`config.mk`:
```
export PLATFORM = sky130hd
export DESIGN_NAME = offtime_chopper
export DESIGN_NICKNAME = d
export VERILOG_FILES = /design/src/rtl/chop_pkg.sv /design/src/rtl/chop_blank.sv /design/src/rtl/chop_offtimer.sv /design/src/rtl/chop_decode.sv /design/src/rtl/offtime_chopper.sv
export SDC_FILE = /design/constraint.sdc
export NUM_CORES = 1
export LEC_CHECK = 0
export BUFFER_PORTS_ARGS = -buffer_cell sky130_fd_sc_hd__buf_4
export CORE_ASPECT_RATIO = 0.9
export CORE_MARGIN = 2
export CORE_UTILIZATION = 51
export CTS_CLUSTER_DIAMETER = 200
export CTS_CLUSTER_SIZE = 20
export DETAILED_ROUTE_END_ITERATION = 10
export PLACE_DENSITY_LB_ADDON = 0.3
export SETUP_SLACK_MARGIN = 0.5
export SLEW_MARGIN = 15
export SYNTH_ARGS = -nofsm -noshare
export SYNTH_HDL_FRONTEND = slang
export SYNTH_SLANG_ARGS = --single-unit
```
`constraint.sdc`:
```
create_clock -name clk -period 3.6 [get_ports clk]
set_input_delay 0.18 -clock clk [delete_from_list [all_inputs] [get_ports clk]]
set_output_delay 0.18 -clock clk [all_outputs]
set_load 0.01 [all_outputs]
```
`src/rtl/chop_pkg.sv`:
```
package chop_pkg;

  typedef enum logic [1:0] {
    CMD_OFF   = 2'd0,
    CMD_DRIVE = 2'd1,
    CMD_FAST  = 2'd2,
    CMD_SLOW  = 2'd3
  } bridge_cmd_e;

  typedef enum logic [1:0] {
    PH_IDLE  = 2'd0,
    PH_ON    = 2'd1,
    PH_DECAY = 2'd2
  } phase_e;

  // fast share of a decay of n cycles: floor(n * 5 / 16)
  function automatic logic [31:0] fast_share(input logic [31:0] n);
    logic [34:0] prod;
    prod = {3'b000, n} * 35'd5;
    return prod[35-1:4] == '0 ? 32'd0 : prod[35-1-3:4];
  endfunction

  // a zero length still yields one decay cycle
  function automatic logic [31:0] eff_len(input logic [31:0] n);
    return (n == 32'd0) ? 32'd1 : n;
  endfunction

endpackage

```
`src/rtl/chop_blank.sv`:
```
module chop_blank #(
  parameter int BLANK_W = 8
) (
  input  logic               clk,
  input  logic               rst_n,
  input  logic               clear,
  input  logic               load,
  input  logic [BLANK_W-1:0] load_val,
  input  logic               trip_raw,
  output logic               trip_ok,
  output logic               blanking
);

  logic [BLANK_W-1:0] cnt_q;

  always_ff @(posedge clk or negedge rst_n) begin
    if (!rst_n)            cnt_q <= '0;
    else if (clear)        cnt_q <= '0;
    else if (load)         cnt_q <= load_val;
    else if (cnt_q != '0)  cnt_q <= cnt_q - 1'b1;
  end

  assign blanking = (cnt_q != '0);
  assign trip_ok  = trip_raw && !blanking;

  AST_BLANK_COUNTS_DOWN: assert property (@(posedge clk) disable iff (!rst_n)
    (blanking && !clear && !load) |=> (cnt_q < $past(cnt_q))) else $error("blank count stuck");

endmodule

```
`src/rtl/chop_offtimer.sv`:
```
module chop_offtimer #(
  parameter int OFF_W = 12
) (
  input  logic             clk,
  input  logic             rst_n,
  input  logic             clear,
  input  logic             start,
  input  logic [OFF_W-1:0] len_in,
  input  logic             mixed_in,
  output logic             running,
  output logic             last,
  output logic             in_fast
);

  logic [OFF_W-1:0] tim_q;
  logic [OFF_W-1:0] len_q;
  logic [OFF_W-1:0] fast_q;
  logic             mixed_q;
  logic [OFF_W-1:0] len_eff;
  logic [OFF_W-1:0] fast_len;

  assign len_eff  = OFF_W'(chop_pkg::eff_len(32'(len_in)));
  assign fast_len = OFF_W'(chop_pkg::fast_share(32'(len_in)));

  always_ff @(posedge clk or negedge rst_n) begin
    if (!rst_n) begin
      running <= 1'b0;
      tim_q   <= '0;
      len_q   <= '0;
      fast_q  <= '0;
      mixed_q <= 1'b0;
    end else if (clear) begin
      running <= 1'b0;
      tim_q   <= '0;
    end else if (start) begin
      running <= 1'b1;
      tim_q   <= '0;
      len_q   <= len_eff;
      fast_q  <= fast_len;
      mixed_q <= mixed_in;
    end else if (running) begin
      if (last) begin
        running <= 1'b0;
        tim_q   <= '0;
      end else begin
        tim_q <= tim_q + 1'b1;
      end
    end
  end

  assign last    = running && (tim_q == len_q - 1'b1);
  assign in_fast = running && mixed_q && (tim_q < fast_q);

  AST_NO_FAST_AFTER_SLOW: assert property (@(posedge clk) disable iff (!rst_n || clear)
    (running && !in_fast && !last) |=> !in_fast) else $error("fast after slow");
  AST_CFG_LATCHED: assert property (@(posedge clk) disable iff (!rst_n || clear)
    (running && !last && !start) |=> ($stable(len_q) && $stable(mixed_q))) else $error("config moved");

endmodule

```
`src/rtl/chop_decode.sv`:
```
module chop_decode (
  input  chop_pkg::phase_e phase,
  input  logic             in_fast,
  input  logic             near_zero,
  output logic [1:0]       cmd,
  output logic             sr_en
);
  import chop_pkg::*;

  always_comb begin
    unique case (phase)
      PH_ON:    cmd = CMD_DRIVE;
      PH_DECAY: cmd = in_fast ? CMD_FAST : CMD_SLOW;
      default:  cmd = CMD_OFF;
    endcase
  end

  assign sr_en = (phase == PH_DECAY) && !near_zero;

endmodule

```
`src/rtl/offtime_chopper.sv`:
```
module offtime_chopper #(
  parameter int OFF_W   = 12,
  parameter int BLANK_W = 8
) (
  input  logic               clk,
  input  logic               rst_n,
  input  logic               bridge_en,
  input  logic               trip_in,
  input  logic               decay_mixed,
  input  logic               near_zero,
  input  logic [OFF_W-1:0]   off_cycles,
  input  logic [BLANK_W-1:0] blank_cycles,
  output logic [1:0]         bridge_cmd,
  output logic               sr_en
);
  import chop_pkg::*;

  phase_e phase_q;
  logic   trip_ok;
  logic   blanking;
  logic   off_running;
  logic   off_last;
  logic   off_fast;
  logic   blank_load;
  logic   off_start;

  assign blank_load = bridge_en && ((phase_q == PH_IDLE) || (phase_q == PH_DECAY && off_last));
  assign off_start  = bridge_en && (phase_q == PH_ON) && trip_ok;

  always_ff @(posedge clk or negedge rst_n) begin
    if (!rst_n)          phase_q <= PH_IDLE;
    else if (!bridge_en) phase_q <= PH_IDLE;
    else begin
      unique case (phase_q)
        PH_IDLE:  phase_q <= PH_ON;
        PH_ON:    if (trip_ok)  phase_q <= PH_DECAY;
        PH_DECAY: if (off_last) phase_q <= PH_ON;
        default:  phase_q <= PH_IDLE;
      endcase
    end
  end

  chop_blank #(.BLANK_W(BLANK_W)) u_blank (
    .clk      (clk),
    .rst_n    (rst_n),
    .clear    (!bridge_en),
    .load     (blank_load),
    .load_val (blank_cycles),
    .trip_raw (trip_in),
    .trip_ok  (trip_ok),
    .blanking (blanking)
  );

  chop_offtimer #(.OFF_W(OFF_W)) u_off (
    .clk      (clk),
    .rst_n    (rst_n),
    .clear    (!bridge_en),
    .start    (off_start),
    .len_in   (off_cycles),
    .mixed_in (decay_mixed),
    .running  (off_running),
    .last     (off_last),
    .in_fast  (off_fast)
  );

  chop_decode u_dec (
    .phase     (phase_q),
    .in_fast   (off_fast),
    .near_zero (near_zero),
    .cmd       (bridge_cmd),
    .sr_en     (sr_en)
  );

  AST_DISABLED_OFF: assert property (@(posedge clk) disable iff (!rst_n)
    !bridge_en |=> (bridge_cmd == CMD_OFF && !sr_en)) else $error("not off");
  AST_BLANK_HOLDS_ON: assert property (@(posedge clk) disable iff (!rst_n)
    (phase_q == PH_ON && blanking && bridge_en) |=> (phase_q == PH_ON)) else $error("blank leak");
  AST_DECAY_FROM_TRIP: assert property (@(posedge clk) disable iff (!rst_n)
    (phase_q == PH_DECAY && $past(phase_q) != PH_DECAY) |-> ($past(phase_q) == PH_ON && $past(trip_in))) else $error("decay without trip");
  AST_RESTART_DRIVE: assert property (@(posedge clk) disable iff (!rst_n)
    (off_last && bridge_en) |=> (bridge_cmd == CMD_DRIVE)) else $error("no restart");
  AST_SR_ONLY_DECAY: assert property (@(posedge clk) disable iff (!rst_n)
    sr_en |-> (off_running && phase_q == PH_DECAY)) else $error("sr outside decay");

endmodule

```
**After elaboration in Yosys (flattened, before gate mapping)**

Index checks and enable logic that the tools add are counted.
Widths: inputs -> output; s select.

- Mux-type cells: 19
- $lt $le $gt $ge: 1
- Multiply operators: 1
- $add $sub $neg: 3
- Equal/unequal tests: 7
- Reduce and logical (&&, ||, !) cells: 18

Operator list:

| operator | number |
|---|---|
| $mux 12 | 5 |
| $mux 8 | 3 |
| $mul 12x3->15 const B | 1 |
| $add 12x1->12 const B | 1 |
| $eq 12x12->1 | 1 |
| $logic_not 12->1 | 1 |
| $lt 12x12->1 | 1 |
| $sub 12x1->12 const B | 1 |
| $logic_not 11->1 | 1 |
| $mux 11 | 1 |
| $logic_and 1x1->1 | 9 |
| $reduce_bool 8->1 | 1 |
| $sub 8x1->8 const B | 1 |
| $mux 2 | 3 |
| $ne 3x1->1 const B | 2 |
| $ne 3x3->1 const B | 2 |
| $pmux 2 s3 | 1 |
| $mux 1 | 5 |
| $pmux 2 s2 | 1 |
| $reduce_and 2->1 | 2 |
| $eq 2x1->1 const B | 1 |
| $eq 2x2->1 const B | 1 |
| $logic_not 1->1 | 2 |
| $logic_not 2->1 | 1 |
| $logic_or 1x1->1 | 1 |

- Logic and storage cells: 56
- Register bits after elaboration: 48
- Output and inout bits: 3
- Input port bits: 26

**Logic depth before layout (Yosys ltp)**

Gate-level depths: netlist (run 1).

- Depth after elaboration: 8
- Mapped depth: 10
- Depth with buffers taken out: 10

**By module**

A second synthesis (run 1) with hierarchy kept.

- Cells, all modules: 397
- Area, all modules: 3480.8 um2

By module, submodules not included:

| module | area each (um2) | instances | sequential area each (um2) | cells each |
|---|---|---|---|---|
| chop_offtimer | 2782.7 | 1 | 925.9 | 323 |
| chop_blank | 519.2 | 1 | 200.2 | 54 |
| offtime_chopper | 108.9 | 1 | 50.0 | 11 |
| chop_decode | 70.1 | 1 | 0.0 | 9 |

**Worst setup path before layout (run 1)**

Ideal clock, no wire load.

- Path type: register -> register
- Start: reg u_off.len_q[5]
- End: reg u_blank.cnt_q[1]
- Cell stages (with the launch flop): 9
- Path buffers: 2
- Setup time: 0.120 ns
- Setup slack: 0.853 ns
- Period minus slack after synthesis: 2.747 ns
- Required time: 3.480 ns
- Data arrival time: 2.626 ns
- Cells stage by stage: dfrtp_1 buf_6 or4_4 or4_1 a211o_1 a211oi_2 a31oi_2 buf_6 o211a_1

- Longest elaborated chain between the ends: 8
- Elaborated cells on any way between the ends: 9
- Those cells by class: 1 x add/sub; 2 x eq/ne; 2 x mux; 4 x reduce/logical

RTL lines:

| item | RTL line | text |
|---|---|---|
| start: declaration | chop_offtimer.sv:16 | `logic [OFF_W-1:0] len_q;` |
| start signal: assignment | chop_offtimer.sv:38 | `len_q <= len_eff;` |
| $sub 12x1->12 * | chop_offtimer.sv:51 | `assign last = running && (tim_q == len_q - 1'b1);` |
| $eq 12x12->1 * | chop_offtimer.sv:51 |  |
| $logic_and 1x1->1 * | chop_offtimer.sv:51 |  |
| $logic_and 1x1->1 * | offtime_chopper.sv:27 | `assign blank_load = bridge_en && ((phase_q == PH_IDLE) \|\| (phase_q == PH_DECAY && off_last));` |
| $logic_or 1x1->1 * | offtime_chopper.sv:27 |  |
| $logic_and 1x1->1 * | offtime_chopper.sv:27 |  |
| $mux 8 | chop_blank.sv:19 | `else if (load) cnt_q <= load_val;` |
| $mux 8 | chop_blank.sv:18 | `else if (clear) cnt_q <= '0;` |
| end signal: assignment | chop_blank.sv:19 |  |
| end signal: assignment | chop_blank.sv:20 | `else if (cnt_q != '0) cnt_q <= cnt_q - 1'b1;` |
| end: declaration | chop_blank.sv:14 | `logic [BLANK_W-1:0] cnt_q;` |

Every way passes the cells marked *; elsewhere a longest branch is shown, timed or not.
A chain may end at the register's enable or synchronous reset.

**Final worst setup path (run 1)**

- Start: reg u_off.len_q[5]
- End: reg phase_q[0]

- Longest elaborated chain between the ends: 5

RTL lines:

| item | RTL line | text |
|---|---|---|
| $sub 12x1->12 | chop_offtimer.sv:51 |  |
| $eq 12x12->1 | chop_offtimer.sv:51 |  |
| $logic_and 1x1->1 | chop_offtimer.sv:51 |  |
| $ne 3x3->1 (no source line) | - |  |
| $reduce_and 2->1 (no source line) | - |  |
| end signal: assignment | offtime_chopper.sv:31 | `if (!rst_n) phase_q <= PH_IDLE;` |
| end signal: assignment | offtime_chopper.sv:32 | `else if (!bridge_en) phase_q <= PH_IDLE;` |
| end signal: assignment | offtime_chopper.sv:35 | `PH_IDLE: phase_q <= PH_ON;` |
| end: declaration | offtime_chopper.sv:18 | `phase_e phase_q;` |

No other way between the ends.

==> results of run 1 <==
cells in the mapped netlist, types with 5 or more instances:
| library cell | instances | area share |
|---|---|---|
| sky130_fd_sc_hd__nor3b_1 | 6 | 0.013 |
| sky130_fd_sc_hd__o21a_1 | 5 | 0.011 |
| sky130_fd_sc_hd__a21oi_1 | 15 | 0.021 |
| sky130_fd_sc_hd__xnor2_1 | 15 | 0.037 |
| sky130_fd_sc_hd__nand3_1 | 25 | 0.036 |
| sky130_fd_sc_hd__xor2_1 | 10 | 0.025 |
| sky130_fd_sc_hd__clkbuf_1 | 10 | 0.011 |
| sky130_fd_sc_hd__nor3_1 | 10 | 0.014 |
| sky130_fd_sc_hd__nor2_1 | 20 | 0.021 |
| sky130_fd_sc_hd__nand2_1 | 65 | 0.070 |
| sky130_fd_sc_hd__a211oi_1 | 7 | 0.015 |
| sky130_fd_sc_hd__inv_1 | 22 | 0.024 |
| sky130_fd_sc_hd__and3_1 | 6 | 0.011 |
| sky130_fd_sc_hd__dfrtp_1 | 47 | 0.34 |
| sky130_fd_sc_hd__o21ai_0 | 20 | 0.029 |
| sky130_fd_sc_hd__nor2b_1 | 9 | 0.016 |
| sky130_fd_sc_hd__o211ai_1 | 8 | 0.017 |
| sky130_fd_sc_hd__nor4_1 | 5 | 0.0089 |
| sky130_fd_sc_hd__ha_1 | 36 | 0.13 |
| sky130_fd_sc_hd__o31ai_1 | 7 | 0.015 |
stage by stage:
| stage | hold WS [ns] | utilization | std cells |
|---|---|---|---|
| final | 0.0656 | 0.601 | 527 |
| after detailed placement | 0.231 | 0.575 | 518 |
| after global placement | 0.230 | 0.575 | 518 |
| after global routing | 0.101 | 0.601 | 527 |
| after floorplan | -0.116 | - | 408 |
| after CTS | 0.0598 | 0.594 | 526 |
report_power, final:
part	internal, mW	switching [mW]
Clock	0.203	0.182
Sequential	0.681	0.168
Combinational	0.482	0.593
cell type report:
type                       instances  share of cell area
tap                               90              0.0283
multi-input combinational        324               0.557
clock inverter                     2             0.00943
sequential                        47               0.296
inverter                          24              0.0226
timing repair buffer              35              0.0698
clock buffer                       5              0.0173
layer usage:
| layer | up-vias | global-route usage | share of wire |
|---|---|---|---|
| li1 | 1514 | - | - |
| met1 | 1471 | 0.315 | 0.48 |
| met2 | 58 | 0.412 | 0.48 |
| met3 | 10 | 0.0281 | 0.028 |
| met4 | 0 | 0.0758 | 0.012 |
| met5 | - | 0 | 0 |
worst max-delay path: cells and delay by family (launching register included):
family | cells | cell delay (ns)
AO/OA/AOI/OAI | 3 | 0.91
AND/OR/NAND/NOR | 3 | 1.32
multiplexers | 1 | 0.21
flip-flops | 1 | 0.47
cell families after synthesis:
group | count (synthesis) | synth area share
buffers and inverters | 37 | 0.0443
AO/OA/AOI/OAI | 86 | 0.167
adder cells (fa/ha/maj) | 37 | 0.134
XOR/XNOR | 25 | 0.0625
multiplexers | 4 | 0.0114
flip-flops | 47 | 0.336
AND/OR/NAND/NOR | 172 | 0.245
timing repair:
item | CTS | global route
gates resized for setup | 2 | 4
hold buffers | 1 | 0
hold endpoints to repair | 47 | 0
pin swaps | 0 | 1
setup endpoints to repair | 6 | 8
setup buffers | 0 | 1
sequential cells by signal, indices dropped and copies added, names as in the netlist:
| register | flops |
|---|---|
| u_off.tim_q | 12 |
| phase_q | 2 |
| u_off.len_q | 12 |
| u_off.running | 1 |
| u_blank.cnt_q | 8 |
| u_off.mixed_q | 1 |
| u_off.fast_q | 11 |
worst min-delay path by stage:
stage	from	endpoint	slack (ns)	cells past startpoint
2_1_floorplan	rst_n	phase_q[0]	-0.12	0
3_3_place_gp	rst_n	u_blank.cnt_q[6]	0.23	1
3_5_place_dp	rst_n	u_blank.cnt_q[6]	0.23	1
4_1_cts	decay_mixed	u_off.mixed_q	0.06	3
5_1_grt	decay_mixed	u_off.mixed_q	0.10	3
6_report	decay_mixed	u_off.mixed_q	0.07	3
==> impl_metrics.json, run 1 <==
{
  "drc": 0,
  "clk-insertion-delay-late_ns": 0.30,
  "yosysWarnings": 0,
  "tightestPinTransition_ns": 0.696,
  "boundaryPins": 29,
  "vias": 3053,
  "status": "finished, final reports clean",
  "initial_utilization": 0.529,
  "globalRouteOverflowTotal": 0,
  "powerDensity_mw_per_mm2": 580,
  "cts.root.buffer_cell": "sky130_fd_sc_hd__clkbuf_8",
  "postSynth.asyncResetShare": 1.00,
  "setup_ws_ns": 0.597,
  "rows": 28,
  "antenna_left": 0,
  "hold_viol_final": 0,
  "hpwl_um": 6110,
  "endpoint": "phase_q[0]",
  "cts.sink_count": 47,
  "worst-r2r-setup-slack_ns": 0.60,
  "setup_violations": 0,
  "fp.dieH_um": 82.6,
  "first_iter_violations": 154,
  "crit_path_cell_trace": "or4_4 > or4_1 > a211o_1 > a211oi_4 > nand3_1 > a22oi_2 > mux2i_1",
  "n_antenna_cell": 0,
  "irDropWorstVdd_mv": 0.236,
  "cts_made_buffers": 5,
  "static-leakage-power_nw": 1.85,
  "min_path_type": "in -> reg",
  "grt_first_pass_wirelength_um": 14300,
  "timing.final.crit_period_ns": 3.00,
  "worstSetupStartpoint": "u_off.len_q[5]",
  "criticalPathCategory": "reg -> reg",
  "grtUsageTotal": 0.238,
  "number_of_fill_cells": 577,
  "post-route-cell-area_mm2": 0.00398,
  "final_net_count": 500,
  "place_ws_ns": 0.402,
  "die_w_um": 91.4,
  "critPathMaxFanout": 8,
  "clkSlewWorstSetupHoldPaths_ns": 0.09,
  "critical_path_data_arrival_time_ns": 3.23,
  "dpl_cell_area_mm2": 0.00381,
  "rr_endpoint": "phase_q[0]",
  "ys_ff_latch": 47,
  "most-common-layout-cells": "sky130_fd_sc_hd__nand2_1 (65), sky130_fd_sc_hd__dfrtp_1 (47), sky130_fd_sc_hd__ha_1 (36)",
  "dr.pass1.iters": 4,
  "design.die.area_mm2": 0.00755,
  "ctsHtreeMaxLevel": 2,
  "worst_path_max_delay_cell": "sky130_fd_sc_hd__or4_4",
  "post_synth_edffs": 0,
  "routedWlPerCell_um": 15.6,
  "startpoint_type": "register",
  "worst_r2r_startpoint": "u_off.len_q[5]",
  "tns_ns": 0,
  "ctsLongestPathBuffers": 2,
  "post_route_cells_drive_above_1_share": 0.128,
  "slew_violations": 0,
  "drv_cap": 0,
  "ys.flop_type": "sky130_fd_sc_hd__dfrtp_1",
  "multi_input_area_mm2": 0.00222,
  "initial_antenna_violation_count": 0,
  "placement.io_buffers": 28,
  "final_common_cell": "sky130_fd_sc_hd__nand2_1",
  "rsz0062_at_grt": "yes",
  "worstRegToRegCells": 7,
  "syn_area_per_cell_um2": 8.59,
  "grt_pass1_vias": 3047,
  "clock_tree_from_tritoncts": "built",
  "detail_route.wirelength_um": 8220,
  "synth.cell_area_mm2": 0.00350,
  "fmax_mhz": 333,
  "final-seq-area_mm2": 0.00118,
  "clock-skew-final_ns": 0.00707,
  "crit_path_max_incr_delay_ns": 0.59,
  "route.detailed.vias_per_inst": 5.79,
  "crit_required_ns": 3.83,
  "max_slew_margin": 0.534,
  "synth.net_count": 471,
  "critical_path.endpoint_type": "register",
  "finalCritPeriodShare": 0.834,
  "total_power_mw": 2.31,
  "routabilityCongestion": 0.850,
  "placeable_core_area_mm2": 0.00662,
  "yosys_cell_types": 54,
  "layout-area-overhead-vs-synth_pct": 13.6,
  "pin_count_of_the_biggest_net_entering_global_routing": 48,
  "syn_inst": 408,
  "ys_seq_area_frac": 0.336
}
Note: power is estimated with default switching activity, not from simulation.
==> run 2, diff against run 1 <==
clock period = 3.1 ns   (was 3.6 ns; I/O delays follow)
==> impl_metrics.json, run 2 (synthesis results as in run 1) <==
{
  "worst-r2r-setup-slack_ns": 0.38,
  "clkSlewWorstSetupHoldPaths_ns": 0.09,
  "route.detailed.vias_per_inst": 5.79,
  "final.hold.worst_slack_ns": 0.0605,
  "design.die.area_mm2": 0.00755,
  "dpl_cell_area_mm2": 0.00384,
  "status": "finished, final reports clean",
  "grt_pass1_vias": 3161,
  "drv_cap": 0,
  "max_slew_margin": 0.564,
  "ctsHtreeMaxLevel": 2,
  "post-route-cell-area_mm2": 0.00417,
  "criticalPathCategory": "reg -> reg",
  "ctsLongestPathBuffers": 2,
  "hpwl_um": 6210,
  "post_route_cells_drive_above_1_share": 0.192,
  "antenna_left": 0,
  "cts_made_buffers": 5,
  "worstHoldPathCells": 3,
  "total_power_mw": 2.92,
  "place.detailed.instances": 519,
  "boundaryPins": 29,
  "detail_route.wirelength_um": 8670,
  "pin_count_of_the_biggest_net_entering_global_routing": 48,
  "post-route-util": 0.630,
  "routabilityCongestion": 0.870,
  "routedWlPerCell_um": 16.0,
  "most-common-layout-cells": "sky130_fd_sc_hd__nand2_1 (64), sky130_fd_sc_hd__buf_4 (46), sky130_fd_sc_hd__dfrtp_1 (45)",
  "placement.io_buffers": 28,
  "tightestPinTransition_ns": 0.650,
  "setup_violations": 0,
  "hold_viol_final": 0,
  "drc": 0,
  "tns_ns": 0,
  "rsz0062_at_grt": "yes",
  "cts.root.buffer_cell": "sky130_fd_sc_hd__clkbuf_8",
  "portion_of_total_power_attributed_to_combinational_logic": 0.536,
  "initial_utilization": 0.529,
  "fp.dieH_um": 82.6,
  "clock_tree_from_tritoncts": "built",
  "clock-skew-final_ns": 0.00640,
  "p_sw_mw": 1.24,
  "timing.final.crit_period_ns": 2.72,
  "n_antenna_cell": 0,
  "critical_path.endpoint_type": "register",
  "final_common_cell": "sky130_fd_sc_hd__nand2_1",
  "crit_required_ns": 3.30,
  "place_ws_ns": 0.255,
  "final_net_count": 515,
  "hold_path_end": "u_off.mixed_q",
  "startpoint_type": "register",
  "vias": 3145,
  "static-leakage-power_nw": 1.93,
  "irDropWorstVdd_mv": 0.329,
  "cts.sink_count": 47,
  "clk-insertion-delay-late_ns": 0.31,
  "slew_violations": 0,
  "p_sw_frac": 0.424,
  "rows": 28,
  "grt_first_pass_wirelength_um": 14900,
  "die_w_um": 91.4,
  "fmax_mhz": 368,
  "globalRouteOverflowTotal": 0,
  "p_clk_frac": 0.128,
  "hold_path_startpoint": "decay_mixed",
  "critical_path_data_arrival_time_ns": 2.92,
  "powerDensity_mw_per_mm2": 700,
  "layout-area-overhead-vs-synth_pct": 19.0,
  "int_pwr_mw": 1.68,
  "dr.pass1.iters": 5,
  "worst_r2r_startpoint": "u_off.len_q[6]",
  "rr_endpoint": "u_off.tim_q[11]",
  "fin_cells": 543,
  "reg_power_frac": 0.337,
  "placeable_core_area_mm2": 0.00662,
  "initial_antenna_violation_count": 0,
  "setup_ws_ns": 0.384,
  "grtUsageTotal": 0.248,
  "layout_top_registers": "u_off.len_q x12, u_off.tim_q x12, u_off.fast_q x11",
  "min_path_type": "in -> reg",
  "critPathMaxFanout": 3,
  "worstRegToRegCells": 8,
  "finalCritPeriodShare": 0.876,
  "first_iter_violations": 159
}
run 2: cell count changes in the layout (fill, tap and decap cells not counted), sizes merged:
cell / before / now
clkinv: 2 / 5
bufinv: 1 / 0
a31oi: 2 / 3
buf: 34 / 48
clkinvlp: 1 / 0
run 2: final cells by class:
cell class                 count  area, um^2
tap                           90         113
timing repair buffer          49         378
sequential                    47        1180
fill                         576        2450
multi-input combinational    325        2330
inverter                      24        90.1
clock inverter                 3        15.0
clock buffer                   5        68.8
run 2: metal layers:
metal,wire [um],global-route usage,up-vias
met5,0,0,-
li1,-,-,1553
met3,401,0.0309,15
met4,154,0.0833,0
met2,4180,0.446,74
met1,3930,0.312,1503
run 2: power by group through the flow:
stage / clock [mW] / combinational (mW) / sequential (mW)
3_5_place_dp: 0 / 1.19 / 1.00
5_1_grt: 0.400 / 1.72 / 1.00
6_report: 0.373 / 1.56 / 0.982
4_1_cts: 0.377 / 1.53 / 0.975
2_1_floorplan: 0 / 0.981 / 0.932
3_3_place_gp: 0 / 1.16 / 0.984
run 2: how the worst max path moves through the flow:
stage,startpoint,end,slack [ns]
2_1_floorplan,u_off.len_q[0],u_blank.cnt_q[1],0.49
3_5_place_dp,u_off.len_q[0],u_blank.cnt_q[1],0.26
5_1_grt,u_blank.cnt_q[0],u_off.tim_q[11],0.31
6_report,u_off.len_q[6],u_off.tim_q[11],0.38
3_3_place_gp,u_off.len_q[0],u_blank.cnt_q[1],0.34
4_1_cts,u_off.len_q[6],u_off.tim_q[11],0.40
run 2: timing repair:
action	CTS	global route
resized for setup	25	3
endpoints found under the setup margin	24	25
endpoints found under the hold margin	47	0
pin swaps	13	12
buffers inserted	13	1
hold buffers	1	0
gates cloned	1	0
run 2: worst max-delay path, stage by stage, from the launching register on:
cell	delay [ns]
sky130_fd_sc_hd__dfrtp_2	0.42
sky130_fd_sc_hd__or4_4	0.51
sky130_fd_sc_hd__or4_4	0.48
sky130_fd_sc_hd__a211o_1	0.31
sky130_fd_sc_hd__a211oi_4	0.28
sky130_fd_sc_hd__buf_4	0.18
sky130_fd_sc_hd__nand3_4	0.08
sky130_fd_sc_hd__a21boi_1	0.15
sky130_fd_sc_hd__a31o_2	0.21
